==> src/rtl/txflow_gate.sv <==
module txflow_gate #(
  parameter int unsigned         DW        = 8,
  parameter logic [DW-1:0]       STOP_CODE = 'h13,
  parameter logic [DW-1:0]       GO_CODE   = 'h11
) (
  input  logic          clk,
  input  logic          rst,
  input  logic          flow_en,
  input  logic          resume_any,
  input  logic          host_tx_en,
  input  logic          rx_valid,
  input  logic [DW-1:0] rx_data,
  output logic          paused,
  output logic          load_ok
);

  logic stop_hit, go_hit, release_req, paused_q;

  assign stop_hit    = flow_en & rx_valid & (rx_data == STOP_CODE);
  assign go_hit      = rx_valid & (resume_any | (rx_data == GO_CODE));
  assign release_req = host_tx_en | go_hit;

  always_ff @(posedge clk) begin
    if (rst)             paused_q <= 1'b0;
    else if (!flow_en)   paused_q <= 1'b0;
    else if (stop_hit)   paused_q <= 1'b1;
    else if (release_req) paused_q <= 1'b0;
  end

  assign paused  = paused_q;
  assign load_ok = ~paused_q & ~stop_hit;

  // reset clears the pause
  p_reset_clear_r1: assert property (@(posedge clk) rst |=> !paused);

  p_disabled_free_r2: assert property (@(posedge clk) disable iff (rst)
    !flow_en |=> !paused);

  p_stop_pauses_r3: assert property (@(posedge clk) disable iff (rst)
    (flow_en && rx_valid && rx_data == STOP_CODE) |=> paused);

  p_gate_closed_r4: assert property (@(posedge clk) disable iff (rst)
    (paused || (flow_en && rx_valid && rx_data == STOP_CODE)) |-> !load_ok);

  p_only_go_r5: assert property (@(posedge clk) disable iff (rst)
    (paused && flow_en && !resume_any && !host_tx_en &&
     !(rx_valid && rx_data == GO_CODE)) |=> paused);

  p_any_resumes_r6: assert property (@(posedge clk) disable iff (rst)
    (paused && flow_en && resume_any && rx_valid && rx_data != STOP_CODE) |=> !paused);

  p_host_resumes_r7: assert property (@(posedge clk) disable iff (rst)
    (flow_en && host_tx_en && !(rx_valid && rx_data == STOP_CODE)) |=> !paused);

  p_no_spurious_pause_r8: assert property (@(posedge clk) disable iff (rst)
    (!paused && !(flow_en && rx_valid && rx_data == STOP_CODE)) |=> !paused);

endmodule

==> config.mk <==
export PLATFORM = sky130hd
export DESIGN_NAME = txflow_gate
export DESIGN_NICKNAME = d
export VERILOG_FILES = /design/src/rtl/txflow_gate.sv
export SDC_FILE = /design/constraint.sdc
export NUM_CORES = 1
export LEC_CHECK = 0
export ABC_AREA = 1
export BUFFER_PORTS_ARGS = -buffer_cell sky130_fd_sc_hd__buf_2
export CORE_AREA = 5 5 42 44
export DETAILED_ROUTE_END_ITERATION = 7
export DIE_AREA = 0 0 47 49
export PLACE_DENSITY = 0.39
export SLEW_MARGIN = 5
export SYNTH_ARGS = -nofsm -noshare
export SYNTH_HDL_FRONTEND = slang
export SYNTH_SLANG_ARGS = --single-unit
export TNS_END_PERCENT = 50
==> constraint.sdc <==
create_clock -name clk -period 1 [get_ports clk]
set_input_delay 0.05 -clock clk [delete_from_list [all_inputs] [get_ports clk]]
set_output_delay 0.05 -clock clk [all_outputs]
set_load 0.05 [all_outputs]
==> results.yml <==
yosys:
  synthXorXnorAreaFrac_pct: 0
  syn-mean-instance-area_um2: 4.63
  ys_warn_count: 0
  synthesis.area_um2: 125
  synth_compound_area_share_pct: 8.00
  synth.net_count: 41
  synth_seq_area_share_pct: 16.0
  synth_top_family_by_area: "simple AND/OR/NAND/NOR gates"
  synth.ff_latch_count: 1
  synthSimpleGateAreaFrac_pct: 49.0
  post_synth_fa_ha_maj_area_fraction_pct: 0
  synthMuxAreaShare_pct: 0
  syn-instance-count: 27
  netlist-cell-type-count: 7
drt:
  detail_route.drc_violations: 0
  drt-total-wl_um: 400
  route.vias.total: 189
  post_drt_via_cell_ratio: 3.26
  ant_nets: 0
  first_iter_violations: 1
  wire_per_inst_um: 6.90
  drt_pass1_iterations: 2
setup_path:
  cp-end-kind: "register"
  r2r_cells: 4
  critPathRequiredTime_ns: 0.88
  setup.worst_path.end: "paused"
  worst_setup_path_startpoint: "rx_data[5]"
  critical_path.reg2reg.endpoint: "paused"
  reg2reg_setup_slack_ns: 0.24
  timing.critical_path.arrival_ns: 0.72
  crit-reg2reg-launch: "paused"
  timing.critical_path.from_type: "input pin"
  type_of_the_worst_setup_path: "input pin to register"
  crit_path_max_fanout: 3
final_layout:
  finalNonFillerCells: 58
  finalCoreUtilization_pct: 16.5
  post_route_cells_drive_above_1_share_pct: 40.5
  stdcell_area_um2: 231
  nets: 58
  area_growth_syn_to_layout_pct: 85.0
  largest_register_ff_count: 1
  num-fill-cells: 175
  antenna_cells_inserted: 0
die:
  fp.dieW_um: 47
  initial_utilization_pct: 8.93
  dieArea_mm2: 0.00230
  fp.dieH_um: 49
  coreArea_mm2: 0.00140
  std_cell_rows: 14
  pin_count: 16
global_routing:
  first_global_vias: 167
  grt_first_pass_wirelength_um: 607
  grt_antenna_before_repair: 0
  grt_start_max_net_pins: 4
  track_usage_pct: 3.23
  gr-total-overflow: 0
pwr:
  power.density_cell_area_mw_per_mm2: 366
  power.static_leakage_uw: 0.000137
  design_power_total_uw: 84.7
  worst_ir_drop_vdd_mv: 0.156
sta:
  timing.final.max_slew_violations: 0
  post-route-period-util_pct: 83.5
  post-route-min-period_ns: 0.835
  setup_violations: 0
  fin_hold_ws_ns: 0.284
  worstMarginPinSlew_ns: 0.248
  grt_setup_unrepaired: "no"
  finClkSkew_ns: 0
  report.final.hold_viol_count: 0
  fmax_mhz: 1200
  normalized_max_slew_margin_pct: 83.4
min_path:
  hold_path_depth: 4
  min_path_type: "input pin to register"
run_status:
  run_status: "completed"
run:
  maxCapViolations: 0
place:
  routabilityCongestion: 0.572
  port-buffer-count: 15
  place_hpwl_um: 388
  placed_cells: 58
  dpl_cell_area_um2: 231
cts:
  clk_pin_slew_worst_paths_ns: 0
  post_cts.repair.setup_buffers: 0
  cts.repair.resized: 0
  post_cts_hold_buffer_count: 0
  insertion_delay_ns: 0
## worst min path at each step
stage             from     end  slack [ns]
2_1_floorplan  flow_en  paused        0.17
3_3_place_gp       rst  paused        0.29
3_5_place_dp       rst  paused        0.29
4_1_cts            rst  paused        0.29
5_1_grt            rst  paused        0.34
6_report           rst  paused        0.28
## metal layers
| layer | wire (µm) | vias to the layer above | global-route usage, % |
|---|---|---|---|
| met5 | 0 | - | 0 |
| met4 | 0 | 0 | 0 |
| met3 | 43 | 0 | 0 |
| met2 | 223 | 7 | 6.33 |
| met1 | 134 | 76 | 3.93 |
| li1 | - | 106 | - |
## critical path, cell delays in order
cell and delay [ns]:
sky130_fd_sc_hd__buf_2 0.10, sky130_fd_sc_hd__inv_1 0.04, sky130_fd_sc_hd__nand2_1 0.05, sky130_fd_sc_hd__nor2_2 0.20
sky130_fd_sc_hd__nand2_1 0.07, sky130_fd_sc_hd__nand2_1 0.06, sky130_fd_sc_hd__nand2_1 0.04, sky130_fd_sc_hd__nand2_1 0.05
sky130_fd_sc_hd__a21oi_1 0.05
## cells by family (layout without fill, tap and decap cells)
kind of cell,count (synthesis),in the layout
AO/OA/AOI/OAI,2,2
AND/OR/NAND/NOR,15,15
buffers and inverters,9,24
flip-flops,1,1
## area by class of cell
class,count,area (µm²),area share (%)
Multi-Input combinational cell,17,82.6,35.7
Timing Repair Buffer,15,75.1,32.4
Inverter,9,33.8,14.6
Tap cell,16,20.0,8.65
Sequential cell,1,20.0,8.65
## Yosys cell counts, drive strengths merged
cell type	instances	area share, %
a21oi	2	8.0
dfxtp	1	16
inv	9	27
nand2	10	30
nand4	1	5.0
nor2	4	14
## placed cells by master, fill, tap and decap left out
master,netlist,routed
sky130_fd_sc_hd__a21oi_1,2,1
sky130_fd_sc_hd__nand4_1,1,1
sky130_fd_sc_hd__buf_2,0,15
sky130_fd_sc_hd__dfxtp_1,1,1
sky130_fd_sc_hd__nor2_2,1,1
sky130_fd_sc_hd__inv_1,9,9
sky130_fd_sc_hd__a21oi_4,0,1
sky130_fd_sc_hd__nor2_1,3,3
sky130_fd_sc_hd__nand2_1,10,10
## per-stage QoR
stage	TNS [ns]	worst slack, ns
after floorplan	-0.0498	-0.0498
after global placement	0	0.150
after detailed placement	0	0.151
after CTS	0	0.143
after global routing	0	0.0605
final	0	0.165
## where the power goes
group	leakage (µW)	switching, µW	internal [µW]
Combinational	0.000129	19.5	24.4
Sequential	0.00000805	0.0171	40.7
Clock	0	0	0
Note: power is estimated with default switching activity, not from simulation.
